[src/rtl/pe_pkg.sv]
package pe_pkg;
   typedef enum logic [2:0] {
      OP_ADD  = 3'd0,
      OP_SUB  = 3'd1,
      OP_AND  = 3'd2,
      OP_OR   = 3'd3,
      OP_XOR  = 3'd4,
      OP_MOVA = 3'd5,
      OP_MOVB = 3'd6,
      OP_NOTA = 3'd7
   } pe_op_e;

   typedef enum logic [1:0] {
      FL_KEEP  = 2'd0,
      FL_CARRY = 2'd1,
      FL_ZERO  = 2'd2,
      FL_NZERO = 2'd3
   } pe_fmode_e;

   // carry register start value for a pass
   function automatic logic carry_seed(pe_op_e op);
      return op == OP_SUB;
   endfunction
endpackage

[src/rtl/pe_regfile.sv]
module pe_regfile #(
   parameter int DATA_W = 8,
   parameter int NREGS  = 8,
   localparam int AW    = $clog2(NREGS)
) (
   input  logic              clk,
   input  logic              rst_n,
   input  logic              we,
   input  logic [AW-1:0]     waddr,
   input  logic [DATA_W-1:0] wdata,
   input  logic [AW-1:0]     raddr_a,
   output logic [DATA_W-1:0] rdata_a,
   input  logic [AW-1:0]     raddr_b,
   output logic [DATA_W-1:0] rdata_b,
   input  logic [AW-1:0]     raddr_c,
   output logic [DATA_W-1:0] rdata_c
);
   if (NREGS < 2 || (1 << AW) != NREGS) begin : g_bad_depth
      $error("pe_regfile: NREGS must be a power of two, at least 2");
   end

   logic [DATA_W-1:0] mem [NREGS];

   for (genvar g = 0; g < NREGS; g++) begin : g_word
      logic [DATA_W-1:0] q;
      always_ff @(posedge clk or negedge rst_n) begin
         if (!rst_n)                        q <= '0;
         else if (we && waddr == AW'(g))    q <= wdata;
      end
      assign mem[g] = q;
   end

   assign rdata_a = mem[raddr_a];
   assign rdata_b = mem[raddr_b];
   assign rdata_c = mem[raddr_c];


   wr_visible_chk: assert property (@(posedge clk) disable iff (!rst_n)
      we |=> (raddr_c != $past(waddr)) || (rdata_c == $past(wdata)));
endmodule

[src/rtl/pe_nbr_mux.sv]
module pe_nbr_mux #(
   parameter int NNBR = 4,
   localparam int NW  = (NNBR > 1) ? $clog2(NNBR) : 1
) (
   input  logic [NNBR-1:0] nbr_in,
   input  logic [NW-1:0]   sel,
   input  logic            use_nbr,
   input  logic            own_bit,
   output logic            b_bit
);
   if (NNBR < 1) begin : g_bad_nbr
      $error("pe_nbr_mux: NNBR must be at least 1");
   end

   logic lane;
   if ((1 << NW) == NNBR) begin : g_full
      assign lane = nbr_in[sel];
   end else begin : g_guarded
      always_comb begin
         lane = 1'b0;
         for (int i = 0; i < NNBR; i++)
            if (int'(sel) == i) lane = nbr_in[i];
      end
   end

   assign b_bit = use_nbr ? lane : own_bit;
endmodule

[src/rtl/pe_bit_alu.sv]
module pe_bit_alu
   import pe_pkg::*;
(
   input  pe_op_e op,
   input  logic   a,
   input  logic   b,
   input  logic   cin,
   output logic   r,
   output logic   cout
);
   logic bx;
   assign bx = (op == OP_SUB) ? ~b : b;

   always_comb begin
      r    = 1'b0;
      cout = 1'b0;
      unique case (op)
         OP_ADD, OP_SUB: begin
            r    = a ^ bx ^ cin;
            cout = (a & bx) | (a & cin) | (bx & cin);
         end
         OP_AND:  r = a & b;
         OP_OR:   r = a | b;
         OP_XOR:  r = a ^ b;
         OP_MOVA: r = a;
         OP_MOVB: r = b;
         OP_NOTA: r = ~a;
         default: r = 1'b0;
      endcase
   end


   always_comb begin
      if (op == OP_ADD)
         add_sum_chk: assert ({cout, r} == (2'(a) + 2'(b) + 2'(cin)));
   end
endmodule

[src/rtl/serial_pe.sv]
module serial_pe
   import pe_pkg::*;
#(
   parameter int DATA_W = 8,
   parameter int NREGS  = 8,
   parameter int NNBR   = 4,
   localparam int AW    = $clog2(NREGS),
   localparam int NW    = (NNBR > 1) ? $clog2(NNBR) : 1,
   localparam int IW    = 2 * AW + NW,
   localparam int CW    = $clog2(DATA_W)
) (
   input  logic              clk,
   input  logic              rst_n,
   input  logic              issue,
   input  logic [2:0]        instr_op,
   input  logic [IW-1:0]     instr_regs,
   input  logic              instr_nbr,
   input  logic [1:0]        instr_fmode,
   input  logic              instr_fen,
   input  logic [NNBR-1:0]   nbr_in,
   output logic              ser_out,
   output logic              busy,
   output logic              flag,
   input  logic              ld_en,
   input  logic [AW-1:0]     ld_addr,
   input  logic [DATA_W-1:0] ld_data,
   input  logic [AW-1:0]     rd_addr,
   output logic [DATA_W-1:0] rd_data
);
   if (DATA_W < 2 || (1 << CW) != DATA_W) begin : g_bad_width
      $error("serial_pe: DATA_W must be a power of two, at least 2");
   end

   localparam logic [CW-1:0] LAST = CW'(DATA_W - 1);

   // instruction field split
   logic [AW-1:0] f_src, f_dst;
   logic [NW-1:0] f_nsel;
   assign f_src  = instr_regs[AW-1:0];
   assign f_dst  = instr_regs[2*AW-1:AW];
   assign f_nsel = instr_regs[IW-1:2*AW];

   // latched instruction
   pe_op_e        q_op;
   pe_fmode_e     q_fmode;
   logic [AW-1:0] q_dst;
   logic [NW-1:0] q_nsel;
   logic          q_nbr, q_fen;

   logic              busy_q, flag_q, carry_q;
   logic [CW-1:0]     cnt_q;
   logic [DATA_W-1:0] opa_q, opb_q, shout_q, res_q;

   logic [DATA_W-1:0] rd_a, rd_b;
   logic              b_bit, r_bit, c_out;
   logic              last, wr_ok, commit_wr, load_wr, rf_we;
   logic [DATA_W-1:0] final_res;
   logic [AW-1:0]     rf_waddr;
   logic [DATA_W-1:0] rf_wdata;

   assign last      = busy_q && (cnt_q == LAST);
   assign wr_ok     = !(q_fen && !flag_q);
   assign final_res = {r_bit, res_q[DATA_W-1:1]};
   assign commit_wr = last && wr_ok;
   assign load_wr   = ld_en && !busy_q && !issue;
   assign rf_we     = commit_wr || load_wr;
   assign rf_waddr  = busy_q ? q_dst : ld_addr;
   assign rf_wdata  = busy_q ? final_res : ld_data;

   pe_regfile #(.DATA_W(DATA_W), .NREGS(NREGS)) u_rf (
      .clk     (clk),
      .rst_n   (rst_n),
      .we      (rf_we),
      .waddr   (rf_waddr),
      .wdata   (rf_wdata),
      .raddr_a (f_src),
      .rdata_a (rd_a),
      .raddr_b (f_dst),
      .rdata_b (rd_b),
      .raddr_c (rd_addr),
      .rdata_c (rd_data)
   );

   pe_nbr_mux #(.NNBR(NNBR)) u_mux (
      .nbr_in  (nbr_in),
      .sel     (q_nsel),
      .use_nbr (q_nbr),
      .own_bit (opb_q[0]),
      .b_bit   (b_bit)
   );

   pe_bit_alu u_alu (
      .op   (q_op),
      .a    (opa_q[0]),
      .b    (b_bit),
      .cin  (carry_q),
      .r    (r_bit),
      .cout (c_out)
   );

   always_ff @(posedge clk or negedge rst_n) begin
      if (!rst_n) begin
         busy_q  <= 1'b0;
         flag_q  <= 1'b0;
         carry_q <= 1'b0;
         cnt_q   <= '0;
         opa_q   <= '0;
         opb_q   <= '0;
         shout_q <= '0;
         res_q   <= '0;
         q_op    <= OP_ADD;
         q_fmode <= FL_KEEP;
         q_dst   <= '0;
         q_nsel  <= '0;
         q_nbr   <= 1'b0;
         q_fen   <= 1'b0;
      end else if (!busy_q) begin
         if (issue) begin
            busy_q  <= 1'b1;
            cnt_q   <= '0;
            opa_q   <= rd_a;
            opb_q   <= rd_b;
            shout_q <= rd_a;
            carry_q <= carry_seed(pe_op_e'(instr_op));
            q_op    <= pe_op_e'(instr_op);
            q_fmode <= pe_fmode_e'(instr_fmode);
            q_dst   <= f_dst;
            q_nsel  <= f_nsel;
            q_nbr   <= instr_nbr;
            q_fen   <= instr_fen;
         end
      end else begin
         opa_q   <= opa_q >> 1;
         opb_q   <= opb_q >> 1;
         shout_q <= shout_q >> 1;
         res_q   <= final_res;
         carry_q <= c_out;
         cnt_q   <= cnt_q + 1'b1;
         if (last) begin
            busy_q <= 1'b0;
            unique case (q_fmode)
               FL_CARRY: flag_q <= c_out;
               FL_ZERO:  flag_q <= (final_res == '0);
               FL_NZERO: flag_q <= (final_res != '0);
               default:  flag_q <= flag_q;
            endcase
         end
      end
   end

   assign ser_out = shout_q[0];
   assign busy    = busy_q;
   assign flag    = flag_q;


   issue_start_chk: assert property (@(posedge clk) disable iff (!rst_n)
      (!busy_q && issue) |=> (busy_q && cnt_q == '0));


   reissue_ignored_chk: assert property (@(posedge clk) disable iff (!rst_n)
      (busy_q && cnt_q != LAST) |=> (busy_q && cnt_q == CW'($past(cnt_q) + 1'b1)));


   idle_serial_chk: assert property (@(posedge clk) disable iff (!rst_n)
      !busy_q |-> !ser_out);


   flag_hold_chk: assert property (@(posedge clk) disable iff (!rst_n)
      !last |=> $stable(flag_q));


   rf_hold_chk: assert property (@(posedge clk) disable iff (!rst_n)
      ($past(busy_q && !(last && wr_ok)) && rd_addr == $past(rd_addr))
         |-> rd_data == $past(rd_data));
endmodule

[config.mk]
export PLATFORM = sky130hd
export DESIGN_NAME = serial_pe
export DESIGN_NICKNAME = d
export VERILOG_FILES = /design/src/rtl/pe_pkg.sv /design/src/rtl/pe_regfile.sv /design/src/rtl/pe_nbr_mux.sv /design/src/rtl/pe_bit_alu.sv /design/src/rtl/serial_pe.sv
export SDC_FILE = /design/constraint.sdc
export NUM_CORES = 1
export LEC_CHECK = 0
export BUFFER_PORTS_ARGS = -buffer_cell sky130_fd_sc_hd__buf_4
export CAP_MARGIN = 20
export CORE_MARGIN = 4
export CORE_UTILIZATION = 40
export CTS_CLUSTER_SIZE = 30
export DETAILED_ROUTE_END_ITERATION = 8
export GPL_ROUTABILITY_DRIVEN = 0
export PLACE_DENSITY = 0.69
export REMOVE_ABC_BUFFERS = 1
export SYNTH_ARGS = -nofsm -noshare
export SYNTH_HDL_FRONTEND = slang
export SYNTH_SLANG_ARGS = --single-unit
[constraint.sdc]
create_clock -name clk -period 5.8 [get_ports clk]
set_input_delay 0.29 -clock clk [delete_from_list [all_inputs] [get_ports clk]]
set_output_delay 0.29 -clock clk [all_outputs]
set_load 0.01 [all_outputs]
==> impl_metrics.toml, run 1 <==
[setup_path]
critPathMaxStageDelay_ns = 0.50
crit_chain = "mux2i_1 -> a31oi_1 -> nand2_1 -> xor2_1 -> fa_1 -> nor2_1 -> a211oi_1 -> a211oi_2 -> o22ai_2 -> mux2_2"
cp_max_fo = 8
cp.arrival_ns = 2.97
slowest_stage = "fa_1"
end_kind = "flop"
required_ns = 6.08
path_class = "reg2reg"
start_kind = "flop"

[route]
wl_mm = 14.3
wl_per_cell_um = 20.3
num_vias = 3958
ant_nets = 0
first_iter_violations = 335
drc_errors = 0
vias_per_cell = 5.61
drtPass1Iterations = 5

[timing]
setup_viol_count_final = 0
max_slew_margin = 0.346
finalCriticalPeriod_ns = 2.70
finalMaxSlewViolations = 0
grt_setup_unrepaired = "no"
hold_violations = 0
clock.fmax_mhz = 371
fin_tns_setup_ns = 0
skew_ns = 0.0109
min_period_over_period = 0.465
whs_ns = 0.166
worst_pin_slew_ns = 0.982
layout_setup_ws_ns = 3.10

[cts]
cts_max_path_buffers = 2
clkTransAtPathRegs_ns = 0.07
cts_inserted_buffers = 9
h-tree-depth = 3
postCtsSetupRepairBufs = 0
cts_tree = "built"
root_buffer = "clkbuf_16"
cts_num_sinks = 105
clock_latency_ns = 0.35

[power_and_ir_drop]
power_density_nw_per_um2 = 458
peakVddDrop_mv = 0.188
p_leak_nw = 3.21

[layout]
finalNetCount = 532
layout_commonest_cell = "dfrtp_1"
area_growth_pct = 10.9
postLayoutCellArea_sq_um = 6930
n_antenna_cell = 0
layout_common_cells = "104 x dfrtp_1, 80 x mux2_2, 50 x buf_4"
drive_above_1_share = 0.382

[placement]
io_buffers = 47
dp_hpwl_mm = 9.79
placed_area_sq_um = 6620
dp_slack_ns = 3.15

[global_routing]
grt_pass1_vias = 4134
grt_usage = 0.168
grt_pass1_wl_mm = 23.2
overflow = 0
antenna_found_initial = 0
grt_max_degree = 79

[die]
die_w_um = 133
rows = 45
fp.dieH_um = 133
die_area_sq_um = 17700
initial_core_util = 0.410
ios = 48
core_area_sq_um = 15300

[logic_synthesis]
ys_ff_latch = 105
yosysWarnings = 0
avgSynthCellArea_sq_um = 13.6
yosys.cell_types.count = 53
ys_async_sr_fraction = 1.00
synth_edf_count = 0
syn_area_sq_um = 6250
synth_ff_type = "dfrtp_1"
synth.yosys.seq_area_share = 0.421
synthCells = 459

[flow_run]
maxCapViolations = 0

[worst_hold_path]
hp-class = "in2reg"

[outcome]
outcome = "finished clean"
stage by stage:
stage | util | std cells | power (mW)
after global placement | 0.434 | 689 | 2.49
after floorplan | - | 428 | 2.16
final | 0.454 | 706 | 3.17
after CTS | 0.454 | 706 | 3.19
after detailed placement | 0.434 | 689 | 2.57
after global routing | 0.454 | 706 | 3.39
state kept, by name, indices dropped and copies added, names as in the netlist:
register,flops
cnt_q,3
q_nsel,2
opb_q,8
q_op,3
carry_q,1
opa_q,8
q_dst,3
u_rf.g_word.q,64
q_nbr,1
q_fen,1
q_fmode,2
busy,1
res_q,7
flag,1
critical path, delay by kind of cell, from the launching register on:
family,cells,cell delay [ns]
flops,1,0.42
fa+ha+maj,1,0.50
mux,2,0.37
simple gates,2,0.18
compound gates,4,0.96
xor+xnor,1,0.19
worst paths after layout:
| kind | startpoint | end | slack, ns | depth (start not counted) |
|---|---|---|---|---|
| hold reg to reg | opa_q[2] | opa_q[1] | 0.49 | 2 |
| max in group asynchronous | rst_n | u_rf.g_word[7].q[7] | 4.08 | 3 |
| setup / recovery | q_nsel[0] | u_rf.g_word[7].q[7] | 3.10 | 10 |
| min in group asynchronous | rst_n | opb_q[1] | 0.41 | 2 |
| setup reg to reg | q_nsel[0] | u_rf.g_word[7].q[7] | 3.10 | 10 |
| hold / removal | instr_fmode[1] | q_fmode[1] | 0.17 | 3 |
cells in the mapped netlist, types with 2 or more instances:
master / count / area [sq um]
mux2_2: 80 / 901
mux4_4: 2 / 50.1
nand2_1: 43 / 161
ha_1: 4 / 50.1
clkbuf_1: 3 / 11.3
buf_6: 8 / 90.1
o21ai_1: 5 / 25.0
nand2b_1: 2 / 12.5
a21oi_1: 5 / 25.0
buf_1: 3 / 11.3
a22o_1: 3 / 26.3
mux4_2: 26 / 586
mux2i_1: 21 / 210
nand3_1: 3 / 15.0
nor2_1: 11 / 41.3
dfrtp_1: 105 / 2630
nor2_8: 6 / 120
inv_1: 18 / 67.6
nor2_4: 3 / 33.8
mux2_1: 3 / 33.8
nor3_1: 3 / 15.0
nand4_1: 2 / 12.5
buf_2: 5 / 25.0
o21ai_0: 38 / 190
clkbuf_8: 4 / 55.1
mux4_1: 20 / 526
a211oi_1: 4 / 30.0
buf_4: 3 / 22.5
nor4_1: 2 / 12.5
metal layers:
| layer | global-route usage | wire length [um] | vias to the layer above |
|---|---|---|---|
| li1 | - | - | 1794 |
| met1 | 0.218 | 6010 | 2039 |
| met2 | 0.285 | 7360 | 108 |
| met3 | 0.0308 | 693 | 17 |
| met4 | 0.0537 | 239 | 0 |
| met5 | 0 | 0 | - |
power breakdown:
part           internal (mW)  switching, mW  total [mW]
clock network          0.347          0.264       0.611
logic                  0.671          0.573        1.24
registers               1.03          0.286        1.32
cells by family after synthesis:
kind of cell / share of synthesized area
AO/OA/AOI/OAI: 0.0703
XOR/XNOR: 0.00140
adder cells (fa/ha/maj): 0.0112
buffers and inverters: 0.0545
flip-flops: 0.421
multiplexers: 0.369
AND/OR/NAND/NOR: 0.0731
what timing repair did:
action	4_1_cts	5_1_grt
hold endpoints to repair	27	0
hold buffers	1	0
gates resized for setup	0	0
final cells by class:
class | count | area (sq um)
fillers | 1361 | 8330
multi-input cells | 304 | 3280
flip-flops and latches | 105 | 2630
repair buffers | 51 | 385
well taps | 211 | 264
clock buffers | 12 | 246
inverters | 19 | 71.3
clock inverters | 4 | 52.6
(Power assumes the default switching activity.)
==> run 2, diff against run 1 <==
Settings changed: PLACE_DENSITY 0.69 to 0.71.
Clock period 5.8 ns to 2.3 ns, I/O delays scaled along.
==> impl_metrics.toml, run 2 (synthesis gave the netlist of run 1 again) <==
[outcome]
outcome = "complete, but fails checks"
violations = "setup timing"

[layout]
finalNetCount = 559
largest_reg_flops = 64
postLayoutCellArea_sq_um = 7220
area_growth_pct = 15.5
layout_commonest_cell = "dfrtp_1"
top_regs = "u_rf.g_word.q (64), opa_q (8), opb_q (8)"
drive_above_1_share = 0.418
layout_common_cells = "104 x dfrtp_1, 76 x mux2_2, 68 x buf_4"
largest-register = "u_rf.g_word.q"
post-route-util = 0.473
n_antenna_cell = 0

[cts]
clock_latency_ns = 0.35
root_buffer = "clkbuf_16"
h-tree-depth = 3
cts_max_path_buffers = 2
cts_tree = "built"
cts_num_sinks = 105
clkTransAtPathRegs_ns = 0.07
cts_inserted_buffers = 9

[route]
ant_nets = 0
wl_per_cell_um = 19.8
drtPass1Iterations = 5
vias_per_cell = 5.56
first_iter_violations = 320
wl_mm = 14.5
num_vias = 4074
drc_errors = 0

[setup_path]
slowest_stage = "fa_1"
cp.arrival_ns = 2.73
r2r_end = "u_rf.g_word[4].q[7]"
critPathMaxStageDelay_ns = 0.43
cp_max_fo = 8
path_common_cell = "a211oi_2"
reg2reg_slack_ns = -0.18
crit_chain = "buf_6 -> mux2i_1 -> nand3b_1 -> nand2_2 -> xor2_2 -> fa_1 -> nor2_2 -> a211oi_2 -> a211oi_2 -> o22ai_4 -> mux2_4"
end_kind = "flop"
path_class = "reg2reg"
reg2reg_depth = 11
start_kind = "flop"
required_ns = 2.54
r2r_start = "q_nsel[0]"

[global_routing]
grt_max_degree = 67
antenna_found_initial = 0
overflow = 0
grt_usage = 0.170
grt_pass1_wl_mm = 23.7
grt_pass1_vias = 4323

[placement]
io_buffers = 47
dp_hpwl_mm = 9.95
placed_area_sq_um = 6730

[die]
ios = 48
die_w_um = 133
initial_core_util = 0.410
fp.dieH_um = 133
core_area_sq_um = 15300
rows = 45
die_area_sq_um = 17700

[worst_hold_path]
worstHoldEndpoint = "q_op[1]"
whs_path_depth = 2
worstHoldStart = "instr_op[1]"
hp-class = "in2reg"

[timing]
clock.fmax_mhz = 402
layout_setup_ws_ns = -0.184
hold_violations = 0
finalMaxSlewViolations = 0
skew_ns = 0.00726
worst_pin_slew_ns = 0.836
min_period_over_period = 1.08
max_slew_margin = 0.437
setup_viol_count_final = 10
finalCriticalPeriod_ns = 2.48
fin_tns_setup_ns = -1.63
grt_setup_unrepaired = "yes"
whs_ns = 0.00367

[power_and_ir_drop]
p_leak_nw = 3.36
peakVddDrop_mv = 0.491
power_density_nw_per_um2 = 1170
total_power_mw = 8.48

[flow_run]
maxCapViolations = 0
==> run 2: cell types whose count changed in the layout (fill, tap and decap cells not counted), sizes merged <==
cell and delta:
clkinvlp -2, dlygate4sd3 +7, inv +2, clkbuf -2
clkinv +2, buf +20
==> run 2: layout make-up <==
| class | count | area [sq um] |
|---|---|---|
| inverter | 19 | 71.3 |
| sequential | 105 | 2630 |
| fill | 1335 | 8040 |
| clock buffer | 10 | 229 |
| clock inverter | 6 | 65.1 |
| timing repair buffer | 78 | 622 |
| multi-input combinational | 304 | 3340 |
| tap | 211 | 264 |
==> run 2: report_power, final <==
| part | leakage, nW | internal [mW] | switching (mW) | total, mW |
|---|---|---|---|---|
| logic | 1.86 | 2.01 | 1.61 | 3.62 |
| registers | 1.36 | 2.60 | 0.683 | 3.29 |
| clock network | 0.143 | 0.850 | 0.719 | 1.57 |
==> run 2: layer usage <==
layer,GRT usage,up-vias,share of wire,wire length [um]
met5,0,-,0,0
met1,0.226,2096,0.43,6220
met3,0.0243,23,0.041,588
met2,0.282,102,0.51,7380
li1,-,1853,-,-
met4,0.0652,0,0.022,322
==> run 2: through the flow <==
step / setup WS, ns / instances
3_3_place_gp: -0.161 / 702
6_report: -0.184 / 733
2_1_floorplan: -0.563 / 428
5_1_grt: -0.330 / 733
3_5_place_dp: -0.246 / 702
4_1_cts: -0.180 / 732
==> run 2: worst max path at each step <==
stage | start | endpoint | slack (ns)
final | q_nsel[0] | u_rf.g_word[4].q[7] | -0.18
after global routing | q_nsel[0] | u_rf.g_word[1].q[7] | -0.33
after CTS | q_nsel[0] | u_rf.g_word[4].q[7] | -0.18
after detailed placement | q_nsel[0] | u_rf.g_word[2].q[7] | -0.25
after global placement | q_nsel[0] | u_rf.g_word[4].q[7] | -0.16
after floorplan | busy | u_rf.g_word[6].q[1] | -0.56
==> run 2: critical path, delay by kind of cell, from the launching register on <==
family                     cells  cell delay [ns]
and+or+nand+nor                3             0.35
adders and majority gates      1             0.43
xor gates and xnor gates       1             0.15
buffers and inverters          1             0.13
muxes                          2             0.41
AOI/OAI and AO/OA              3             0.50
DFF                            1             0.40
==> run 2: what timing repair did <==
item	4_1_cts	5_1_grt
pin swaps	4	6
hold endpoints to repair	46	0
hold buffers	8	0
endpoints found under the setup margin	10	10
cloned	0	0
resized for setup	5	9
setup buffers	6	1
==> run 3, diff against run 2 <==
Settings changed: CORE_ASPECT_RATIO from default to 0.9.
==> impl_metrics.toml, run 3 (synthesis gave the netlist of run 1 again) <==
[outcome]
outcome = "complete, but fails checks"
violations = "setup timing"

[layout]
largest_reg_flops = 64
largest-register = "u_rf.g_word.q"
top_regs = "u_rf.g_word.q (64), opa_q (8), opb_q (8)"
finalNetCount = 557
area_growth_pct = 15.7
post-route-util = 0.470
layout_commonest_cell = "dfrtp_1"
layout_common_cells = "104 x dfrtp_1, 73 x mux2_2, 66 x buf_4"
drive_above_1_share = 0.415
n_antenna_cell = 0
postLayoutCellArea_sq_um = 7230

[timing]
setup_viol_count_final = 10
skew_ns = 0.00796
worst_pin_slew_ns = 0.822
finalCriticalPeriod_ns = 2.50
whs_ns = 0.00180
grt_setup_unrepaired = "yes"
clock.fmax_mhz = 400
layout_setup_ws_ns = -0.202
finalMaxSlewViolations = 0
max_slew_margin = 0.446
min_period_over_period = 1.09
hold_violations = 0

[die]
rows = 43
die_w_um = 140
die_area_sq_um = 17700
ios = 48
initial_core_util = 0.406
fp.dieH_um = 127
core_area_sq_um = 15400

[setup_path]
critPathMaxStageDelay_ns = 0.44
path_common_cell = "a211oi_2"
required_ns = 2.54
start_kind = "flop"
reg2reg_slack_ns = -0.20
path_class = "reg2reg"
cp.arrival_ns = 2.75
slowest_stage = "fa_1"
crit_chain = "buf_6 -> mux2i_1 -> nand3b_1 -> nand2_2 -> xor2_2 -> fa_1 -> nor2_2 -> a211oi_2 -> a211oi_2 -> o22ai_4 -> mux2_4"
crit_start = "q_nsel[0]"
crit_buf_inv = 1
end_kind = "flop"
r2r_start = "q_nsel[0]"
cp_max_fo = 8
crit_family = "multiplexers"

[cts]
cts_num_sinks = 105
cts_tree = "built"
h-tree-depth = 3
cts_max_path_buffers = 2
clock_latency_ns = 0.36
root_buffer = "clkbuf_16"
clkTransAtPathRegs_ns = 0.07
cts_inserted_buffers = 9

[route]
vias_per_cell = 5.70
wl_per_cell_um = 20.4
num_vias = 4114
first_iter_violations = 225
ant_nets = 0
wl_mm = 14.7
drc_errors = 0
drtPass1Iterations = 4

[placement]
dp_hpwl_mm = 10.1
placed_area_sq_um = 6730
io_buffers = 47

[power_and_ir_drop]
p_leak_nw = 3.37
peakVddDrop_mv = 0.525
power_density_nw_per_um2 = 1180

[flow_run]
maxCapViolations = 0

[global_routing]
grt_max_degree = 57
grt_pass1_wl_mm = 24.0
overflow = 0
antenna_found_initial = 0
grt_pass1_vias = 4459
grt_usage = 0.174

[worst_hold_path]
worstHoldStart = "instr_regs[7]"
hp-class = "in2reg"
==> run 3: layout make-up <==
cell class              count  area, sq um
multi-input cells         304         3350
inverters                  19         71.3
flip-flops and latches    105         2630
clock inverters             6         90.1
clock buffers              10          229
repair buffers             76          607
fillers                  1370         8160
well taps                 202          253
==> run 3: layer usage <==
layer | global-route usage | vias to the layer above | part of all wire
met3 | 0.0347 | 26 | 0.041
met1 | 0.211 | 2147 | 0.42
li1 | - | 1845 | -
met4 | 0.0758 | 0 | 0.029
met2 | 0.303 | 96 | 0.51
met5 | 0 | - | 0
==> run 3: path summary, 6_finish.rpt <==
path / endpoint / cells after the start
max: u_rf.g_word[7].q[7] / 11
min reg2reg: opb_q[5] / 2
max reg2reg: u_rf.g_word[7].q[7] / 11
max in group asynchronous: u_rf.g_word[7].q[6] / 3
min: q_nsel[1] / 2
min in group asynchronous: cnt_q[2] / 2
==> run 3: power breakdown <==
group          switching (mW)  leakage [nW]  internal, mW
combinational            1.61          1.86          1.97
clock                   0.706         0.153         0.958
sequential              0.685          1.36          2.60
==> run 3: metrics by stage <==
stage,setup TNS (ns),power [mW],instances,setup WS (ns)
6_report,-1.70,8.53,722,-0.202
5_1_grt,-2.97,9.06,722,-0.331
4_1_cts,-1.55,8.46,720,-0.194
3_5_place_dp,-2.26,6.64,694,-0.250
3_3_place_gp,-1.10,6.42,694,-0.128
2_1_floorplan,-35.78,5.45,428,-0.563
==> run 3: repair_timing <==
item | 4_1_cts | 5_1_grt
pin swaps | 8 | 8
endpoints found under the setup margin | 10 | 10
hold buffers | 8 | 0
resized for setup | 11 | 6
buffers inserted | 2 | 2
hold endpoints to repair | 61 | 0
